[src/rtl/fpc_pkg.sv]
package fpc_pkg;
  localparam int HDR_WORDS = 6;
  localparam int LAST_IDX  = HDR_WORDS - 1;
  localparam int IDX_W     = $clog2(HDR_WORDS);

  typedef enum logic [2:0] {
    CFG_FLAGS = 3'd0,
    CFG_DST   = 3'd1,
    CFG_MIX   = 3'd2,
    CFG_SRC   = 3'd3,
    CFG_ETYPE = 3'd4,
    CFG_SEQ   = 3'd5
  } cfgAddr_e;

  typedef struct packed {
    logic             take;
    logic [IDX_W-1:0] idx;
    logic             decide;
    logic             abort;
  } fpcStrobes_t;
endpackage

[src/rtl/fpc_ctrl.sv]
module fpc_ctrl
  import fpc_pkg::*;
(
  input  logic        clk,
  input  logic        rstN,
  input  logic        wordValid,
  input  logic        sofIn,
  input  logic        eofIn,
  output fpcStrobes_t st
);
  logic             active;
  logic [IDX_W-1:0] nextIdx;
  logic [IDX_W-1:0] curIdx;

  always_comb begin
    curIdx    = sofIn ? '0 : nextIdx;
    st.take   = wordValid && (sofIn || active);
    st.idx    = curIdx;
    st.decide = st.take && (curIdx == IDX_W'(LAST_IDX));
    st.abort  = st.take && eofIn && !st.decide;
  end

  always_ff @(posedge clk) begin
    if (!rstN) begin
      active  <= 1'b0;
      nextIdx <= '0;
    end else if (st.take) begin
      if (st.decide || st.abort) begin
        active  <= 1'b0;
        nextIdx <= '0;
      end else begin
        active  <= 1'b1;
        nextIdx <= curIdx + 1'b1;
      end
    end
  end

  // index never runs past the verdict word while a frame is open
  a_r3_index_bound: assert property (@(posedge clk) disable iff (!rstN)
    active |-> (nextIdx <= IDX_W'(LAST_IDX)));
endmodule

[src/rtl/fpc_dp.sv]
module fpc_dp
  import fpc_pkg::*;
#(
  parameter int DATA_W = 32
) (
  input  logic              clk,
  input  logic              rstN,
  input  fpcStrobes_t       st,
  input  logic              cfgWrEn,
  input  logic [2:0]        cfgAddr,
  input  logic [DATA_W-1:0] cfgWrData,
  input  logic [DATA_W-1:0] wordData,
  output logic              verdictValid,
  output logic              slowPath,
  output logic [DATA_W-1:0] expSeq
);
  localparam int HALF_W = DATA_W / 2;

  logic [DATA_W-1:0] cfgFlags, cfgDst, cfgMix, cfgSrc;
  logic [HALF_W-1:0] cfgEtype;
  logic              misAcc, misPrev, wordMis, seqLoad;

  always_comb begin
    seqLoad = cfgWrEn && (cfgAddr == CFG_SEQ);
    misPrev = (st.idx == '0) ? 1'b0 : misAcc;
    case (st.idx)
      IDX_W'(0): wordMis = wordData != cfgDst;
      IDX_W'(1): wordMis = wordData != cfgMix;
      IDX_W'(2): wordMis = wordData != cfgSrc;
      IDX_W'(3): wordMis = wordData[DATA_W-1 -: HALF_W] != cfgEtype;
      IDX_W'(4): wordMis = wordData != cfgFlags;
      default:   wordMis = wordData != expSeq;
    endcase
  end

  always_ff @(posedge clk) begin
    if (!rstN) begin
      cfgFlags     <= '0;
      cfgDst       <= '0;
      cfgMix       <= '0;
      cfgSrc       <= '0;
      cfgEtype     <= '0;
      expSeq       <= '0;
      misAcc       <= 1'b0;
      verdictValid <= 1'b0;
      slowPath     <= 1'b0;
    end else begin
      verdictValid <= 1'b0;
      if (cfgWrEn) begin
        case (cfgAddr)
          CFG_FLAGS: cfgFlags <= cfgWrData;
          CFG_DST:   cfgDst   <= cfgWrData;
          CFG_MIX:   cfgMix   <= cfgWrData;
          CFG_SRC:   cfgSrc   <= cfgWrData;
          CFG_ETYPE: cfgEtype <= cfgWrData[DATA_W-1 -: HALF_W];
          CFG_SEQ:   expSeq   <= cfgWrData;
          default: ;
        endcase
      end
      if (st.take) misAcc <= misPrev | wordMis;
      if (st.decide) begin
        verdictValid <= 1'b1;
        slowPath     <= misPrev | wordMis;
        if (!(misPrev | wordMis) && !seqLoad) expSeq <= expSeq + 1'b1;
      end
      if (st.abort) begin
        verdictValid <= 1'b1;
        slowPath     <= 1'b1;
      end
    end
  end

  a_r7_seq_advance: assert property (@(posedge clk) disable iff (!rstN)
    (verdictValid && !slowPath && !$past(seqLoad)) |-> (expSeq == $past(expSeq) + 1'b1));
  a_r8_seq_hold: assert property (@(posedge clk) disable iff (!rstN)
    (verdictValid && slowPath && !$past(seqLoad)) |-> $stable(expSeq));
  a_r10_seq_quiet: assert property (@(posedge clk) disable iff (!rstN)
    (!verdictValid && !$past(seqLoad)) |-> $stable(expSeq));
  a_r9_short_slow: assert property (@(posedge clk) disable iff (!rstN)
    st.abort |=> (verdictValid && slowPath));
  a_r10_no_take_no_verdict: assert property (@(posedge clk) disable iff (!rstN)
    !st.take |=> !verdictValid);
endmodule

[src/rtl/fastpath_classifier.sv]
module fastpath_classifier
  import fpc_pkg::*;
#(
  parameter int DATA_W = 32
) (
  input  logic              clk,
  input  logic              rstN,
  input  logic              cfgWrEn,
  input  logic [2:0]        cfgAddr,
  input  logic [DATA_W-1:0] cfgWrData,
  input  logic              wordValid,
  input  logic [DATA_W-1:0] wordData,
  input  logic              sofIn,
  input  logic              eofIn,
  output logic              verdictValid,
  output logic              slowPath,
  output logic [DATA_W-1:0] expSeq
);
  fpcStrobes_t st;

  fpc_ctrl u_ctrl (
    .clk(clk), .rstN(rstN), .wordValid(wordValid),
    .sofIn(sofIn), .eofIn(eofIn), .st(st)
  );

  fpc_dp #(.DATA_W(DATA_W)) u_dp (
    .clk(clk), .rstN(rstN), .st(st), .cfgWrEn(cfgWrEn), .cfgAddr(cfgAddr),
    .cfgWrData(cfgWrData), .wordData(wordData), .verdictValid(verdictValid),
    .slowPath(slowPath), .expSeq(expSeq)
  );
endmodule

[config.mk]
export PLATFORM = sky130hd
export DESIGN_NAME = fastpath_classifier
export DESIGN_NICKNAME = d
export VERILOG_FILES = /design/src/rtl/fpc_pkg.sv /design/src/rtl/fpc_ctrl.sv /design/src/rtl/fpc_dp.sv /design/src/rtl/fastpath_classifier.sv
export SDC_FILE = /design/constraint.sdc
export NUM_CORES = 1
export LEC_CHECK = 0
export BUFFER_PORTS_ARGS = -buffer_cell sky130_fd_sc_hd__buf_2
export CORE_AREA = 2 2 129 131
export CTS_CLUSTER_SIZE = 10
export DETAILED_ROUTE_END_ITERATION = 6
export DIE_AREA = 0 0 131 133
export PLACE_DENSITY = 0.85
export SKIP_LAST_GASP = 1
export SLEW_MARGIN = 15
export SYNTH_ARGS = -nofsm -noshare
export SYNTH_HDL_FRONTEND = slang
export SYNTH_SLANG_ARGS = --single-unit
[constraint.sdc]
create_clock -name clk -period 6.9 [get_ports clk]
set_input_delay 1.035 -clock clk [delete_from_list [all_inputs] [get_ports clk]]
set_output_delay 1.035 -clock clk [all_outputs]
set_load 0.02 [all_outputs]
### After elaboration in Yosys (flattened, before gate mapping)

Cells that the tools add are included.
W data, S select, Z words.

* bits in registers: 183
* input bits: 73
* output and inout port bits: 34
* word-level logic and storage cells: 62

* add/subtract/negate cells: 2
* equal/unequal tests: 16
* muxes and demuxes: 13
* bitwise gates (word level): 1
* reduce and logical (&&, ||, !) cells: 19

Operators with widths (number)
* $ne A32 B32 Y1: 5
* $mux W32: 4
* $add A32 B1 Y32 const B: 1
* $ne A16 B16 Y1: 1
* $eq A3 B2 Y1 const B: 4
* $eq A3 B3 Y1 const B: 4
* $reduce_and A2 Y1: 5
* $eq A3 B1 Y1 const B: 2
* $logic_and A1 B1 Y1: 6
* $logic_not A3 Y1: 2
* $mux W1: 6
* $mux W3: 2
* $pmux W1 S5: 1
* $add A3 B1 Y3 const B: 1
* $logic_not A1 Y1: 3
* $logic_or A1 B1 Y1: 2
* $reduce_bool A2 Y1: 1
* $or A1 B1 Y1: 1

### Longest topological paths before layout

Gate-level depths: netlist of run 1.

* depth after elaboration: 8
* depth in mapped cells: 15
* mapped depth without buffers: 10

### Cells and area by module

A second synthesis of run 1 with hierarchy kept.

* cells, all modules: 1226
* area, all modules: 9628.0 um^2

Modules (own cells, without submodules)
* fpc_dp: times used 1, cells an instance 1195, area each 9362.7 um^2, sequential area each 3583.4 um^2
* fpc_ctrl: times used 1, cells an instance 31, area each 265.3 um^2, sequential area each 80.1 um^2

### Worst setup path before layout of run 1

OpenSTA, ideal clock, no wires.

* path kind: input port to flip-flop
* from: input sofIn
* to: register u_dp.expSeq[23]
* library setup time: 0.079 ns
* arrival time: 3.796 ns
* data required time: 6.821 ns
* slack: 3.025 ns
* cell stages on the path: 11
* buffers on the path: 2
* cell sequence: buf_2 > or2_2 > clkbuf_1 > o221a_2 > a311oi_1 > nand4_1 > nor4_1 > nand3b_4 > nor4_4 > mux2_2 > o211ai_1

* cells in the longest elaborated chain, start to end: 8
* elaborated cells on any way between the ends: 17
* those cells by class: eq/ne (5); mux (5); bitwise (1); reduce/logical (6)

Ends and longest elaborated chain
* from (decl): line fastpath_classifier.sv:13 `input logic sofIn,`
* $mux W3: line fpc_ctrl.sv:16 `curIdx = sofIn ? '0 : nextIdx;`
* $eq A3 B3 Y1 (tied with other cells): line fpc_dp.sv:26 `case (st.idx)`
* $pmux W1 S5 or $mux W1 (tied branches): line fpc_dp.sv:26, fpc_dp.sv:25
* $or A1 B1 Y1: line fpc_dp.sv:64 `if (!(misPrev | wordMis) && !seqLoad) expSeq <= expSeq + 1'b1;`
* $logic_not A1 Y1: line fpc_dp.sv:64
* $logic_and A1 B1 Y1: line fpc_dp.sv:64
* $mux W32: line fpc_dp.sv:64
* $mux W32 *: line fpc_dp.sv:61 `if (st.decide) begin`
* to (signal assigned): line fpc_dp.sv:56 `CFG_SEQ: expSeq <= cfgWrData;`
* to (signal assigned): line fpc_dp.sv:64
* to (decl): line fpc_dp.sv:15 `output logic [DATA_W-1:0] expSeq`

Mark *: on every way between the ends. The rest lies on a longest branch, timed or not.
A chain may end at the register's enable or synchronous reset.

### Worst setup path in the final report of run 1

* from: register u_ctrl.nextIdx[1]
* to: register u_dp.expSeq[27]

* cells in the longest elaborated chain, start to end: 8
* elaborated cells on any way between the ends: 15
* those cells by class: eq/ne (5); mux (5); bitwise (1); reduce/logical (4)

Ends and longest elaborated chain
* from (decl): line fpc_ctrl.sv:12 `logic [IDX_W-1:0] nextIdx;`
* from (signal assigned): line fpc_ctrl.sv:33 `nextIdx <= curIdx + 1'b1;`
* $mux W3 *: line fpc_ctrl.sv:16
* $eq A3 B3 Y1 (tied with other cells): line fpc_dp.sv:26
* $pmux W1 S5 or $mux W1 (tied branches): line fpc_dp.sv:26, fpc_dp.sv:25
* $or A1 B1 Y1: line fpc_dp.sv:64
* $logic_not A1 Y1: line fpc_dp.sv:64
* $logic_and A1 B1 Y1: line fpc_dp.sv:64
* $mux W32: line fpc_dp.sv:64
* $mux W32 *: line fpc_dp.sv:61

Marks and branches as above.

==> reports/results.ini, run 1 <==
[synthesis]
yosysTopAreaCell=dfxtp_1
synth-edff-count=0
netlist_top_cells_count=319 x nand2_1, 183 x dfxtp_1, 145 x a21boi_0
syn_inst=1296
ys_types=87
yosys_warnings=0
syn_area_mm2=0.01012
async_reset_ff_frac=0
yosysMostFrequentCell=nand2_1
synth_nets=1370
synth-seq-area-share=0.3621
synth_top_area_frac=0.3621
synthFlopType=dfxtp_1
syn_area_per_cell_um2=7.806
ys_ff_latch=183
ys_top_cells_by_area=dfxtp_1 36%, nand2_1 12%, a21boi_0 11%

[route]
wl_per_cell_um=22.79
first_iter_violations=1322
drt_wl_total_mm=35.71
dr.pass1.iters=5
via_count=10320
antenna_left=0
remaining_drc_errors=0
routed_via_density=6.586

[finish]
multi_input_area_mm2=0.005909
antenna_cells=0
syn_to_final_growth_pct=10.55
nFillCells=1316
fin_nets=1408
fin_area_mm2=0.01118
regArea_mm2=0.003665
drive_gt1_frac=0.1351

[critical_path]
startpoint_type=flop
required_ns=7.26
timing.rr.start=u_ctrl.nextIdx[1]
path_max_fanout=39
worst-setup-path-type=flop to flop
crit_start=u_ctrl.nextIdx[1]
critPathArrivalTime_ns=5.25
endpoint_kind=flop

[cts]
insertion_delay_ns=0.44
ctsResizeCount=0
clock-sinks=183
htreeDepth=4
root_buffer=clkbuf_16
cts_tree=done
path_clk_slew_ns=0.07
post_cts_buffers=0
cts_buffers=17
cts_buffer_depth=2
ctsHoldBuffers=0

[sta]
timing.hold.ws_ns=0.4621
slew_viol_final=0
tightest_slew_ns=1.055
hold_viol_final=0
fin_setup_tns_ns=0
rsz0062_at_grt=no
relSlewSlack=0.2942
finalCritPeriodShare=0.7095
finalCriticalPeriod_ns=4.895
setup_viol=0
max_freq_mhz=204.3
fin_skew_ns=0.008842

[grt]
antenna_found_initial=0
grt_pass1_vias=9465
grt_pass1_wl_mm=53.56
grt_max_degree=117
grt_usage=0.4079
grt_overflow=0

[floorplan]
die_w_um=131
core_mm2=0.01617
dieArea_mm2=0.01742
initial_core_util=0.6256
io_pins=107
rows=47
die_h_um=133

[power]
power.leakage_uw=0.003839
max-vdd-ir-drop_v=0.0001836
power.density_mw_per_mm2=217.2

[placed_design]
dpl-instance-area_mm2=0.01060
dp_hpwl_mm=24.64
place.gp.congestion=0.9984
port_buffers=106

[worst_hold_path]
hold_path_class=flop to flop
min_from=u_dp.cfgFlags[4]

[job]
maxCapViolations=0

[outcome]
run_status=finished clean

-- layer usage --
metal / up-vias / global-route usage / share of wire
met5: - / 0 / 0
met4: 0 / 0.1708 / 0.045
met3: 99 / 0.1063 / 0.12
met2: 700 / 0.6298 / 0.45
met1: 4860 / 0.5386 / 0.39
li1: 4661 / - / -
-- final cells by class --
class,count,share of cell area
Clock buffer,24,0.04486
Clock inverter,8,0.007719
Inverter,29,0.009733
Multi-Input combinational cell,983,0.5284
Sequential cell,183,0.3277
Tap cell,220,0.02461
Timing Repair Buffer,120,0.05705
-- state kept, by name (all words and copies together) (netlist names) --
signal	count
u_ctrl.active	1
u_ctrl.nextIdx	3
u_dp.cfgDst	32
u_dp.cfgEtype	16
u_dp.cfgFlags	32
u_dp.cfgMix	32
u_dp.cfgSrc	32
u_dp.expSeq	32
u_dp.misAcc	1
u_dp.slowPath	1
u_dp.verdictValid	1
-- critical path, stage by stage (launching register included) --
cell	delay, ns
dfxtp_2	0.86
nor2b_1	0.89
a22oi_1	0.28
o221a_2	0.33
a311oi_1	0.28
nand4_1	0.13
nor4_1	0.46
nand3b_4	0.39
nor4_4	0.67
mux2_2	0.40
o211ai_1	0.09
-- cells in the final DEF, fill, tap and decap left out, types with 19 or more instances in the layout --
cell / instances
nor3_1: 19
nor2_1: 28
o21ai_0: 47
xor2_1: 21
inv_1: 28
a21oi_1: 47
buf_2: 105
nand3_1: 38
nand2_1: 319
dfxtp_1: 182
a21boi_0: 145
-- worst paths after layout --
path / endpoint / slack (ns) / cells after the start
max: u_dp.expSeq[27] / 2.00 / 10
min: u_dp.cfgFlags[4] / 0.46 / 2
max reg2reg: u_dp.expSeq[27] / 2.00 / 10
min reg2reg: u_dp.cfgFlags[4] / 0.46 / 2
-- power breakdown --
group	switching (uW)	internal, uW
Clock	436	550
Combinational	190	105
Sequential	54.1	1090
Total	680	1750
-- logic make-up (layout without fill, tap and decap cells) --
family | after synthesis | in the layout | share of synthesized area
AO/OA/AOI/OAI | 383 | 383 | 0.2722
XOR/XNOR | 36 | 36 | 0.03117
adder cells (fa/ha/maj) | 2 | 2 | 0.002349
buffers and inverters | 130 | 181 | 0.05441
flip-flops | 183 | 183 | 0.3621
multiplexers | 22 | 22 | 0.02226
AND/OR/NAND/NOR | 540 | 540 | 0.2555
-- metrics by stage --
stage               worst slack, ns  power, uW  cells    util
floorplan                     3.025       1323   1296       -
global placement              1.792       1449   1535  0.6552
detailed placement            1.753       1455   1535  0.6552
CTS                           2.045       2416   1567  0.6916
global route                  1.823       2486   1567  0.6916
finish                        2.005       2429   1567  0.6916
(Power assumes the default switching activity.)
==> inputs of run 2 (changes only) <==
--- a/config.mk
+++ b/config.mk
@@ -6,11 +6,11 @@
 export NUM_CORES = 1
 export LEC_CHECK = 0
 export BUFFER_PORTS_ARGS = -buffer_cell sky130_fd_sc_hd__buf_2
-export CORE_AREA = 2 2 129 131
+export CORE_AREA = 2 2 140 142
 export CTS_CLUSTER_SIZE = 10
 export DETAILED_ROUTE_END_ITERATION = 6
-export DIE_AREA = 0 0 131 133
-export PLACE_DENSITY = 0.85
+export DIE_AREA = 0 0 142 144
+export PLACE_DENSITY = 0.77
 export SKIP_LAST_GASP = 1
 export SLEW_MARGIN = 15
 export SYNTH_ARGS = -nofsm -noshare
==> constraint.sdc (replaced) <==
create_clock -name clk -period 4.5 [get_ports clk]
set_input_delay 0.675 -clock clk [delete_from_list [all_inputs] [get_ports clk]]
set_output_delay 0.675 -clock clk [all_outputs]
set_load 0.02 [all_outputs]
==> reports/results.ini, run 2 (synthesis results as in run 1) <==
[outcome]
run_status=finished clean

[cts]
post_cts_buffers=0  ; unchanged
root_buffer=clkbuf_16
ctsResizeCount=0  ; unchanged
htreeDepth=4  ; unchanged
clock-sinks=183  ; unchanged
cts_buffers=17  ; unchanged
cts_tree=done
insertion_delay_ns=0.45  ; about the same
cts_buffer_depth=2  ; unchanged
ctsHoldBuffers=0  ; unchanged
path_clk_slew_ns=0.08  ; about the same

[sta]
finalCriticalPeriod_ns=4.160  ; -0.7351 ns
fin_skew_ns=0.01661  ; +0.007770 ns
tightest_slew_ns=1.080  ; +0.02526 ns
fin_setup_tns_ns=0  ; unchanged
slew_viol_final=0  ; unchanged
rsz0062_at_grt=no
hold_viol_final=0  ; unchanged
max_freq_mhz=240.4  ; +18%
setup_viol=0  ; unchanged
setup_slack_ns=0.3399  ; -1.665 ns
finalCritPeriodShare=0.9245  ; +0.2150
timing.hold.ws_ns=0.4641  ; +0.002037 ns
relSlewSlack=0.2800  ; -0.01425

[route]
via_count=10186  ; -1.3%
routed_via_density=6.342  ; -3.7%
antenna_left=0  ; unchanged
dr.pass1.iters=6  ; +1
first_iter_violations=1283  ; -3.0%
drt_wl_total_mm=35.26  ; -1.3%
remaining_drc_errors=0  ; unchanged
wl_per_cell_um=21.95  ; -3.7%

[power]
power.density_mw_per_mm2=334.2  ; +54%
max-vdd-ir-drop_v=0.0002598  ; +42%
power.leakage_uw=0.003958  ; +3.1%

[critical_path]
startpoint_type=flop
worst-setup-path-type=flop to flop
required_ns=4.84  ; -2.42 ns
ff2ff_setup_slack_ns=0.34  ; -1.66 ns
endpoint_kind=flop
path_max_fanout=18  ; -54%
r2r_end=u_dp.expSeq[11]
rr_worst_depth=12  ; +2
critPathArrivalTime_ns=4.50  ; -0.75 ns
timing.rr.start=u_ctrl.nextIdx[2]

[floorplan]
initial_core_util=0.5303  ; -0.09535
core_mm2=0.01908  ; +18%
rows=51  ; +8.5%
die_w_um=142  ; +8.4%
die_h_um=144  ; +8.3%
io_pins=107  ; unchanged
dieArea_mm2=0.02045  ; +17%

[grt]
grt_max_degree=103  ; -12%
grt_usage=0.3431  ; -0.06483
grt_overflow=0  ; unchanged
grt_pass1_vias=9195  ; -2.9%
grt_pass1_wl_mm=53.36  ; -0.36%
antenna_found_initial=1  ; +1

[job]
maxCapViolations=0  ; unchanged

[finish]
syn_to_final_growth_pct=12.76
layout_common_cells=319 x nand2_1, 182 x dfxtp_1, 145 x a21boi_0
fin_nets=1429  ; +1.5%
mostFrequentLayoutCell=nand2_1
antenna_cells=0  ; unchanged
drive_gt1_frac=0.1484  ; +0.01328

[placed_design]
dp_slack_ns=0.2834  ; -1.469 ns
dp_hpwl_mm=25.26  ; +2.5%
port_buffers=106  ; unchanged
place.gp.congestion=0.9719  ; -2.7%

[worst_hold_path]
min_from=u_dp.cfgFlags[4]
hold_path_depth=2  ; unchanged
hold_path_class=flop to flop
hold_path_end=u_dp.cfgFlags[4]

==> run 2: metrics by stage <==
step / total power (uW) / area (um2) / utilization / instances
2_1_floorplan: 2028 / 10120 / - / 1296
3_3_place_gp: 2230 / 10790 / 0.5654 / 1574
3_5_place_dp: 2237 / 10790 / 0.5654 / 1574
5_1_grt: 3914 / 11410 / 0.5979 / 1606
4_1_cts: 3802 / 11410 / 0.5979 / 1606
6_report: 3812 / 11410 / 0.5979 / 1606
==> run 2: metal layers <==
| metal | wire (um) | part of all wire | GRT usage |
|---|---|---|---|
| met1 | 14770 | 0.42 | 0.4724 |
| met2 | 15580 | 0.44 | 0.5296 |
| met3 | 3603 | 0.10 | 0.06490 |
| met4 | 1303 | 0.037 | 0.1421 |
| met5 | 0 | 0 | 0 |
==> run 2: how the worst max path moves through the flow <==
stage | startpoint | cells after the start | end
5_1_grt | u_ctrl.nextIdx[2] | 12 | u_dp.expSeq[11]
6_report | u_ctrl.nextIdx[2] | 12 | u_dp.expSeq[11]
2_1_floorplan | sofIn | 11 | u_dp.expSeq[23]
4_1_cts | u_ctrl.nextIdx[2] | 12 | u_dp.expSeq[11]
3_3_place_gp | sofIn | 12 | u_dp.expSeq[13]
3_5_place_dp | sofIn | 12 | u_dp.expSeq[11]
==> run 2: layout make-up <==
type,count,area [um2]
clock buffer,20,456.7
timing repair buffer,141,808.3
multi-input combinational,983,5908
clock inverter,12,163.9
sequential,183,3665
fill,1727,7671
tap,238,297.8
inverter,29,108.9
==> run 2: worst max-delay path: stages, from the launching register on <==
cell and delay, ns:
dfxtp_1 0.51, buf_4 0.30, buf_4 0.21, or4b_1 0.55, o221ai_1 0.14, mux2i_1 0.36, nand4_1 0.17, nor4_1 0.44
nand3b_4 0.23, buf_4 0.26, nor4_2 0.52, mux2i_1 0.27, nand3_1 0.09
==> run 2: power breakdown <==
part	internal, uW	total, uW	switching [uW]
Combinational	166	456	290
Sequential	1680	1760	82.1
Clock	913	1600	685
Total	2750	3810	1060
